--- src/rtl/xdg_pkg.sv ---
package xdg_pkg;
  function automatic int ceil_div(input int num, input int den);
    return (num + den - 1) / den;
  endfunction

  function automatic int idx_width(input int count);
    return (count > 1) ? $clog2(count) : 1;
  endfunction
endpackage

--- src/rtl/xdg_timebase.sv ---
module xdg_timebase #(
  parameter int PH_W  = 10,
  parameter int PWR_W = 8,
  parameter int SR_W  = 8,
  localparam int SLOT   = 2 * SR_W + 2,
  localparam int STEP_W = $clog2(SLOT)
) (
  input  logic              clk,
  input  logic              rst_n,
  output logic [STEP_W-1:0] step,
  output logic [PH_W-1:0]   phase_cnt,
  output logic [PWR_W-1:0]  pwm_cnt,
  output logic              period_end
);
  localparam logic [STEP_W-1:0] LAST = STEP_W'(SLOT - 1);

  logic slot_end;
  assign slot_end   = (step == LAST);
  assign period_end = slot_end && (&phase_cnt);

  always_ff @(posedge clk) begin
    if (!rst_n) begin
      step      <= '0;
      phase_cnt <= '0;
      pwm_cnt   <= '0;
    end else if (slot_end) begin
      step      <= '0;
      phase_cnt <= phase_cnt + 1'b1;
      pwm_cnt   <= pwm_cnt + 1'b1;
    end else begin
      step <= step + 1'b1;
    end
  end
endmodule

--- src/rtl/xdg_chan_regs.sv ---
module xdg_chan_regs #(
  parameter int NUM_CH = 16,
  parameter int PH_W   = 10,
  parameter int PWR_W  = 8,
  parameter int CH_W   = 4
) (
  input  logic                    clk,
  input  logic                    rst_n,
  input  logic                    wr_fire,
  input  logic [CH_W-1:0]         wr_ch,
  input  logic [PH_W-1:0]         wr_phase,
  input  logic [PWR_W-1:0]        wr_power,
  input  logic                    commit,
  output logic [NUM_CH*PH_W-1:0]  act_phase,
  output logic [NUM_CH*PWR_W-1:0] act_power
);
  for (genvar i = 0; i < NUM_CH; i++) begin : g_ch
    logic [PH_W-1:0]  sh_phase;
    logic [PWR_W-1:0] sh_power;
    logic             hit;
    assign hit = wr_fire && (wr_ch == CH_W'(i));

    always_ff @(posedge clk) begin
      if (!rst_n) begin
        sh_phase <= '0;
        sh_power <= '0;
        act_phase[i*PH_W +: PH_W]   <= '0;
        act_power[i*PWR_W +: PWR_W] <= '0;
      end else begin
        if (hit) begin
          sh_phase <= wr_phase;
          sh_power <= wr_power;
        end
        if (commit) begin
          act_phase[i*PH_W +: PH_W]   <= sh_phase;
          act_power[i*PWR_W +: PWR_W] <= sh_power;
        end
      end
    end
  end
endmodule

--- src/rtl/xdg_compare.sv ---
module xdg_compare #(
  parameter int NUM_CH = 16,
  parameter int PH_W   = 10,
  parameter int PWR_W  = 8
) (
  input  logic [PH_W-1:0]         phase_cnt,
  input  logic [PWR_W-1:0]        pwm_cnt,
  input  logic [NUM_CH*PH_W-1:0]  act_phase,
  input  logic [NUM_CH*PWR_W-1:0] act_power,
  output logic [2*NUM_CH-1:0]     wave_bits
);
  for (genvar i = 0; i < NUM_CH; i++) begin : g_cmp
    logic [PH_W-1:0] lag;
    assign lag = phase_cnt - act_phase[i*PH_W +: PH_W];
    // carrier high for the first half of the shifted period
    assign wave_bits[2*i]   = ~lag[PH_W-1];
    assign wave_bits[2*i+1] = (pwm_cnt < act_power[i*PWR_W +: PWR_W]);
  end
endmodule

--- src/rtl/xdg_drive_gen.sv ---
module xdg_drive_gen #(
  parameter int NUM_CH = 16,
  parameter int PH_W   = 10,
  parameter int PWR_W  = 8,
  parameter int SR_W   = 8,
  localparam int CH_W   = xdg_pkg::idx_width(NUM_CH),
  localparam int CHAINS = xdg_pkg::ceil_div(2 * NUM_CH, SR_W)
) (
  input  logic              clk,
  input  logic              rst_n,
  input  logic              wr_valid,
  output logic              wr_ready,
  input  logic [CH_W-1:0]   wr_ch,
  input  logic [PH_W-1:0]   wr_phase,
  input  logic [PWR_W-1:0]  wr_power,
  output logic              sr_clk,
  output logic              sr_latch,
  output logic [CHAINS-1:0] sr_data
);
  localparam int SLOT   = 2 * SR_W + 2;
  localparam int STEP_W = $clog2(SLOT);
  localparam int BIT_W  = xdg_pkg::idx_width(SR_W);
  localparam int PAD_W  = CHAINS * SR_W;
  localparam logic [STEP_W-1:0] SHIFT_END = STEP_W'(2 * SR_W);

  logic [STEP_W-1:0]       step;
  logic [PH_W-1:0]         phase_cnt;
  logic [PWR_W-1:0]        pwm_cnt;
  logic                    period_end;
  logic [NUM_CH*PH_W-1:0]  act_phase;
  logic [NUM_CH*PWR_W-1:0] act_power;
  logic [2*NUM_CH-1:0]     wave_bits;
  logic [PAD_W-1:0]        padded;
  logic [CHAINS-1:0]       data_nxt;
  logic                    in_shift;
  logic [BIT_W-1:0]        rev_sel;

  assign wr_ready = 1'b1;

  xdg_timebase #(.PH_W(PH_W), .PWR_W(PWR_W), .SR_W(SR_W)) u_tb (
    .clk(clk), .rst_n(rst_n), .step(step), .phase_cnt(phase_cnt),
    .pwm_cnt(pwm_cnt), .period_end(period_end)
  );

  xdg_chan_regs #(.NUM_CH(NUM_CH), .PH_W(PH_W), .PWR_W(PWR_W), .CH_W(CH_W)) u_regs (
    .clk(clk), .rst_n(rst_n), .wr_fire(wr_valid && wr_ready), .wr_ch(wr_ch),
    .wr_phase(wr_phase), .wr_power(wr_power), .commit(period_end),
    .act_phase(act_phase), .act_power(act_power)
  );

  xdg_compare #(.NUM_CH(NUM_CH), .PH_W(PH_W), .PWR_W(PWR_W)) u_cmp (
    .phase_cnt(phase_cnt), .pwm_cnt(pwm_cnt), .act_phase(act_phase),
    .act_power(act_power), .wave_bits(wave_bits)
  );

  assign padded   = PAD_W'(wave_bits);
  assign in_shift = (step < SHIFT_END);
  // highest bit of each register goes out first
  assign rev_sel  = BIT_W'(SR_W - 1) - step[BIT_W:1];

  for (genvar c = 0; c < CHAINS; c++) begin : g_chain
    logic [SR_W-1:0] word;
    assign word        = padded[c*SR_W +: SR_W];
    assign data_nxt[c] = word[rev_sel];
  end

  always_ff @(posedge clk) begin
    if (!rst_n) begin
      sr_clk   <= 1'b0;
      sr_latch <= 1'b0;
      sr_data  <= '0;
    end else begin
      sr_clk   <= in_shift && step[0];
      sr_latch <= (step == SHIFT_END);
      sr_data  <= in_shift ? data_nxt : '0;
    end
  end
endmodule

--- config.mk ---
export PLATFORM = sky130hd
export DESIGN_NAME = xdg_drive_gen
export DESIGN_NICKNAME = d
export VERILOG_FILES = /design/src/rtl/xdg_pkg.sv /design/src/rtl/xdg_timebase.sv /design/src/rtl/xdg_chan_regs.sv /design/src/rtl/xdg_compare.sv /design/src/rtl/xdg_drive_gen.sv
export SDC_FILE = /design/constraint.sdc
export NUM_CORES = 1
export LEC_CHECK = 0
export ABC_AREA = 1
export ABC_CLOCK_PERIOD_IN_PS = 3000
export BUFFER_PORTS_ARGS = -buffer_cell sky130_fd_sc_hd__buf_2
export CORE_MARGIN = 2
export CORE_UTILIZATION = 66
export CTS_BUF_LIST = sky130_fd_sc_hd__clkbuf_8
export DETAILED_ROUTE_END_ITERATION = 10
export HOLD_SLACK_MARGIN = 0.12
export PLACE_DENSITY = 0.86
export SETUP_SLACK_MARGIN = 0.3
export SYNTH_ARGS = -nofsm -noshare
export SYNTH_HDL_FRONTEND = slang
export SYNTH_SLANG_ARGS = --single-unit
--- constraint.sdc ---
create_clock -name clk -period 3 [get_ports clk]
set_input_delay 0.15 -clock clk [delete_from_list [all_inputs] [get_ports clk]]
set_output_delay 0.15 -clock clk [all_outputs]
set_load 0.01 [all_outputs]
==> metrics, run 1 <==
total gr overflow=0; Compound-Gate Fraction of Synth Area=23.35%; Slew Limit Fails=0; Fin Hold WS=0.4414 ns; vias in the first global route=23106; largest cells by area after synthesis=dfxtp_1 (44%), a21oi_1 (12%), ha_1 (11%); Worst Path Buf+Inv=1; Via-to-Cell Ratio=5.637; most frequent cell after synthesis=a21oi_1; num ports=32; CTS root buf=clkbuf_8; Post-Synth Adder-Cell Area=11.01%; Crit. path cell count=10; Core Region=41670 sq um; largest family of logic cells by synthesized area=compound AO/OA/AOI/OAI gates; Distinct cells, synth=28; Simple-Gate Fraction of Synth Area=9.262%; setup slack, reg-to-reg=0.53 ns; Peak supply drop=0.0005986 V; Cell Int Power=12.04 mW; Detail Route Antenna Nets=0; Net Sw Frac=23.78%; drt wl/cell=16.70 um; Post-Route WL=71490 um; Req. time, crit path=3.62 ns; DRT iter0 DRCs=2196; Min-Delay Startpoint=u_regs.g_ch[8].sh_power[7]; worst hold path type=reg -> reg; sequential area share after synthesis=43.67%; detailed-route via count=24136; die height=209.0 um; Startpoint Class=flop; # DRC=0; CP delay by family, top=simple AND/OR/NAND/NOR gates; row count=75; clock share of power=44.2%; final setup violating endpoints=0; FF-to-FF path depth=10; critical path, cell by cell=ha_1, nand2_1, nor3_4, nand3_1, nor2_2, nand3_2, nor3_4, buf_12, o21ai_0, a21oi_1; final cycle utilization of the critical path=82.40%; commonest register cell after synthesis=dfxtp_1; Syn. warnings=0; LEAKAGE=12.81 nW; commonest cells in the netlist=a21oi_1 (674), inv_1 (662), dfxtp_1 (605); asr flop ratio synth=0%; crit path time final=2.472 ns; Pre-Repair DR Iteration Count=6; crit path capture type=flop; syn_nets=3931; Synth top area share=43.67%; Die Span X=209.0 um; n_diodes=0; max incr delay on CP=0.42 ns; H-tree Lvls=3; dpl hpwl=42640 um; WP data arrival=3.09 ns; CTS tree=yes; CTS max path bufs=3; RSZ-0062 raised after global routing=no; Synth area leader=dfxtp_1; Critical Path Most Common Cell=nor3_4; Final Util=73.28%; largest net degree at the start of global routing=166; Post-Synthesis Cell Area=27730 sq um; fmax=404.5 MHz; Avg Cell Area, Syn=7.573 sq um; Reg area=12110 sq um; share of cells above drive strength 1=6.091%; Worst setup endpoint=u_regs.act_phase[36]; Mapped Cells=3662; slew margin rel.=45.18%; Setup CP Type=reg -> reg; Post-Synth XOR/XNOR Area=0.5053%; die area=43670 sq um; Sw Pwr=3.758 mW; Reg-to-Reg Start=u_tb.step[0]; Routability Congestion=0.8488; post-CTS setup buffers=0; power per cell area=517.5 nW/um^2; Synth Register Bits=605; Placed Instances=4084; overall global routing resource usage=32.85%; final cell count without fillers=4282; capture point of the worst reg-to-reg path=u_regs.act_phase[36]; Clk pin slew, worst setup/hold paths=0.07 ns; initial antenna violation count=1; total power=15.80 mW; fillers=3114; Clock Skew=0.02866 ns; Crit. Startpoint=u_tb.step[0]; setup tns final=0 ns; Syn-to-layout area delta=10.09%; sequential power share=51.6%; multi-input logic area=12240 sq um; number of synthesized flops with an enable pin=0; Hold Vio Cnt, Final=0; MaxCap Viol Count=0; outcome=finished, final reports clean; Comb power frac=4.2%; worst-path maximum fanout=90; port bufs=30; Starting Density=66.56%; Skew-Pair Late Insertion Delay=0.69 ns; first-pass GRT wire length=115900 um; CP max stage cell=dfxtp_1; Final nets=3943; multiplexer area fraction after synthesis=0%; CTS Sinks=605; cts bufs inserted=95; Tightest Pin Transition=0.8212 ns
metal layers:
layer / part of all wire (%) / track usage (%) / routed length (um) / up-vias
met5: 0.025 / 0 / 18 / -
met4: 5.4 / 17.54 / 3883 / 2
met3: 6.9 / 5.350 / 4965 / 240
met2: 47 / 55.44 / 33660 / 871
met1: 41 / 40.39 / 28960 / 11120
li1: - / - / - / 11903
repair_timing:
action                                 CTS  global route
endpoints found under the hold margin  333             0
hold buffers                            32             0
setup endpoints to repair                0            16
resized for setup                        0             1
cells by family after synthesis:
group,Yosys count
simple gates,627
flops,605
other cells,1
buf+inv,882
fa+ha+maj,244
compound gates,1287
xor+xnor,16
cells in the final DEF (no fill, tap or decap), drive strengths merged, types with 16 or more instances in the layout:
master	netlist	routed
nor3	16	16
clkinv	14	19
ha	244	244
nand2	400	400
buf	53	89
nand4	19	19
a21oi	674	674
nand3	66	66
inv	662	700
clkbuf	153	119
dlygate4sd3	0	32
o21ai	599	599
xnor2	16	16
dfxtp	605	605
nor2	119	119
power groups by stage:
stage	Combinational [mW]	Sequential, mW	Clock (mW)
floorplan	0.387	8.33	0
global placement	0.594	8.33	0
detailed placement	0.605	8.33	0
CTS	0.641	8.16	7.01
global route	0.718	8.16	7.37
finish	0.661	8.16	6.98
tightest hold or removal path, delay by kind of cell (launching register included):
kind            cells  cell delay [ns]
compound gates      1             0.05
flops               1             0.29
buf+inv             1             0.06
registers in the layout, summed over array words and instances (netlist names):
register              cells
u_regs.g_ch.sh_power    128
sr_latch                  1
u_regs.act_phase        160
u_tb.phase_cnt           10
u_regs.act_power        128
u_regs.g_ch.sh_phase    160
u_tb.pwm_cnt              8
sr_clk                    1
sr_data                   4
u_tb.step                 5
area by class of cell:
class	count	area share, %
tap	539	2.209
timing repair buffer	121	3.487
multi-input combinational	2175	40.09
clock inverter	47	0.8688
inverter	676	8.311
clock buffer	119	5.364
sequential	605	39.67
stage by stage:
| step | setup WS (ns) | cell area [sq um] |
|---|---|---|
| after floorplan | 0.5942 | 27730 |
| after global placement | 0.6848 | 28300 |
| after detailed placement | 0.5582 | 28300 |
| after CTS | 0.5086 | 30530 |
| after global routing | 0.3491 | 30530 |
| final | 0.5279 | 30530 |
worst min path at each step:
stage | slack [ns] | cells past startpoint | to
5_1_grt | 0.46 | 2 | u_regs.act_power[42]
4_1_cts | 0.44 | 2 | u_regs.act_power[68]
3_3_place_gp | 0.44 | 2 | u_regs.act_power[100]
2_1_floorplan | 0.34 | 2 | u_regs.g_ch[13].sh_phase[0]
3_5_place_dp | 0.44 | 2 | u_regs.act_power[5]
6_report | 0.44 | 2 | u_regs.act_power[71]
Note: power is estimated with default switching activity, not from simulation.
==> run 2: changes to the inputs <==
- ABC_CLOCK_PERIOD_IN_PS: 3000 -> 2550
- clock period: 3 -> 2.55 ns (I/O delays scaled with it)
==> metrics, run 2 (synthesized netlist as in run 1, its figures left out) <==
vias in the first global route=23631; row count=75; Clk pin slew, worst setup/hold paths=0.07 ns; total power=19.18 mW; worst-path maximum fanout=12; capture point of the worst reg-to-reg path=u_regs.act_phase[156]; first-pass GRT wire length=119700 um; cts bufs inserted=95; Crit. path cell count=11; Final nets=3984; CTS max path bufs=3; Crit. Startpoint=u_tb.phase_cnt[0]; RSZ-0062 raised after global routing=yes; share of cells above drive strength 1=8.100%; Pre-Repair DR Iteration Count=6; MaxCap Viol Count=0; clock share of power=45.8%; Req. time, crit path=3.11 ns; slew margin rel.=59.96%; crit path time final=2.377 ns; CTS tree=yes; Reg-to-Reg Start=u_tb.phase_cnt[0]; drt wl/cell=18.19 um; die height=209.0 um; power per cell area=608.7 nW/um^2; Core Region=41670 sq um; Fin Hold WS=0.4378 ns; Hold Vio Cnt, Final=0; final setup violating endpoints=0; outcome=finished, final reports clean; CTS root buf=clkbuf_8; commonest non-fill, non-tap cell in the layout=inv_1; Skew-Pair Late Insertion Delay=0.69 ns; Die Span X=209.0 um; initial antenna violation count=2; sequential power share=50.0%; final cycle utilization of the critical path=93.20%; worst hold path type=in -> reg; total gr overflow=0; Cell Int Power=14.62 mW; Post-Route WL=78790 um; Peak supply drop=0.0004934 V; FF-to-FF path depth=11; largest net degree at the start of global routing=121; CP max stage cell=dfxtp_1; Comb power frac=4.2%; Starting Density=66.56%; fin area=31510 sq um; Worst Path Buf+Inv=3; H-tree Lvls=3; most frequent cells in the layout=inv_1 (687), a21oi_1 (673), dfxtp_1 (601); dpl hpwl=43030 um; Worst setup endpoint=u_regs.act_phase[156]; detailed-route via count=25142; CP delay by family, top=simple AND/OR/NAND/NOR gates; DRT iter0 DRCs=2675; crit path capture type=flop; Via-to-Cell Ratio=5.805; LEAKAGE=13.22 nW; # DRC=0; Syn-to-layout area delta=13.63%; dpl cell area=28590 sq um; critical path, cell by cell=ha_1, inv_1, nor2_2, nand3_2, nor2_4, nand3_4, nor3_4, buf_6, clkbuf_16, o21ai_0, a21oi_1; Net Sw Frac=23.76%; CTS Sinks=605; die area=43670 sq um; Startpoint Class=flop; Setup CP Type=reg -> reg; max incr delay on CP=0.38 ns; fmax=420.8 MHz; fin worst setup slack=0.1733 ns; fillers=2811; pre-CTS setup slack=0.1417 ns; port bufs=30; Tightest Pin Transition=0.6006 ns; setup tns final=0 ns; Detail Route Antenna Nets=0; Clock Skew=0.03596 ns; Routability Congestion=0.8575; Sw Pwr=4.558 mW; largest registers=u_regs.act_phase: 160 flops, u_regs.g_ch.sh_phase: 160 flops; setup slack, reg-to-reg=0.17 ns; WP data arrival=2.94 ns; overall global routing resource usage=34.17%; num ports=32; Slew Limit Fails=0
==> run 2: timing repair <==
action	in CTS	in global routing
pin swaps	2	5
gates resized for setup	8	31
gates cloned	5	11
hold endpoints to repair	401	0
hold buffers	26	0
endpoints found under the setup margin	281	293
buffers inserted	5	3
==> run 2: stage by stage <==
stage	utilization, %	std cells
2_1_floorplan	-	3662
3_3_place_gp	68.63	4107
3_5_place_dp	68.63	4107
4_1_cts	74.64	4315
5_1_grt	75.64	4331
6_report	75.64	4331
==> run 2: worst min-delay path by stage <==
stage / from / endpoint / slack (ns) / cells past startpoint
3_5_place_dp: u_regs.g_ch[1].sh_power[1] / u_regs.act_power[9] / 0.44 / 2
2_1_floorplan: wr_phase[0] / u_regs.g_ch[13].sh_phase[0] / 0.32 / 2
3_3_place_gp: u_regs.g_ch[3].sh_power[7] / u_regs.act_power[31] / 0.44 / 2
6_report: rst_n / u_regs.g_ch[8].sh_power[4] / 0.44 / 4
4_1_cts: rst_n / u_regs.act_power[71] / 0.40 / 4
5_1_grt: rst_n / u_regs.g_ch[15].sh_power[5] / 0.44 / 4
==> run 2: metal layers <==
layer,share of wire [%],track usage [%],vias up
met4,6.4,20.22,0
li1,-,-,12030
met5,0,0,-
met1,38,41.36,11557
met2,46,57.06,1222
met3,9.1,6.177,333
==> run 2: cell type report <==
cell class	instances	area [sq um]	area share [%]
Antenna cell	2	5.005	0.01588
Clock buffer	123	1693	5.372
Clock inverter	49	360.3	1.143
Inverter	676	2537	8.052
Multi-Input combinational cell	2175	12310	39.08
Sequential cell	605	12120	38.46
Tap cell	539	674.4	2.140
Timing Repair Buffer	162	1810	5.745
==> run 2: power by group through the flow <==
stage	clock network, mW	logic [mW]	registers, mW
2_1_floorplan	0	0.461	9.80
3_3_place_gp	0	0.710	9.80
3_5_place_dp	0	0.725	9.80
4_1_cts	8.79	0.766	9.59
5_1_grt	9.21	0.873	9.60
6_report	8.78	0.803	9.60
==> run 2: worst register-to-register path: stages, from the launching register on <==
cell	delay (ns)
dfxtp_1	0.38
ha_1	0.18
inv_1	0.07
nor2_2	0.13
nand3_2	0.12
nor2_4	0.15
nand3_4	0.11
nor3_4	0.24
buf_6	0.24
clkbuf_16	0.21
o21ai_0	0.16
a21oi_1	0.29
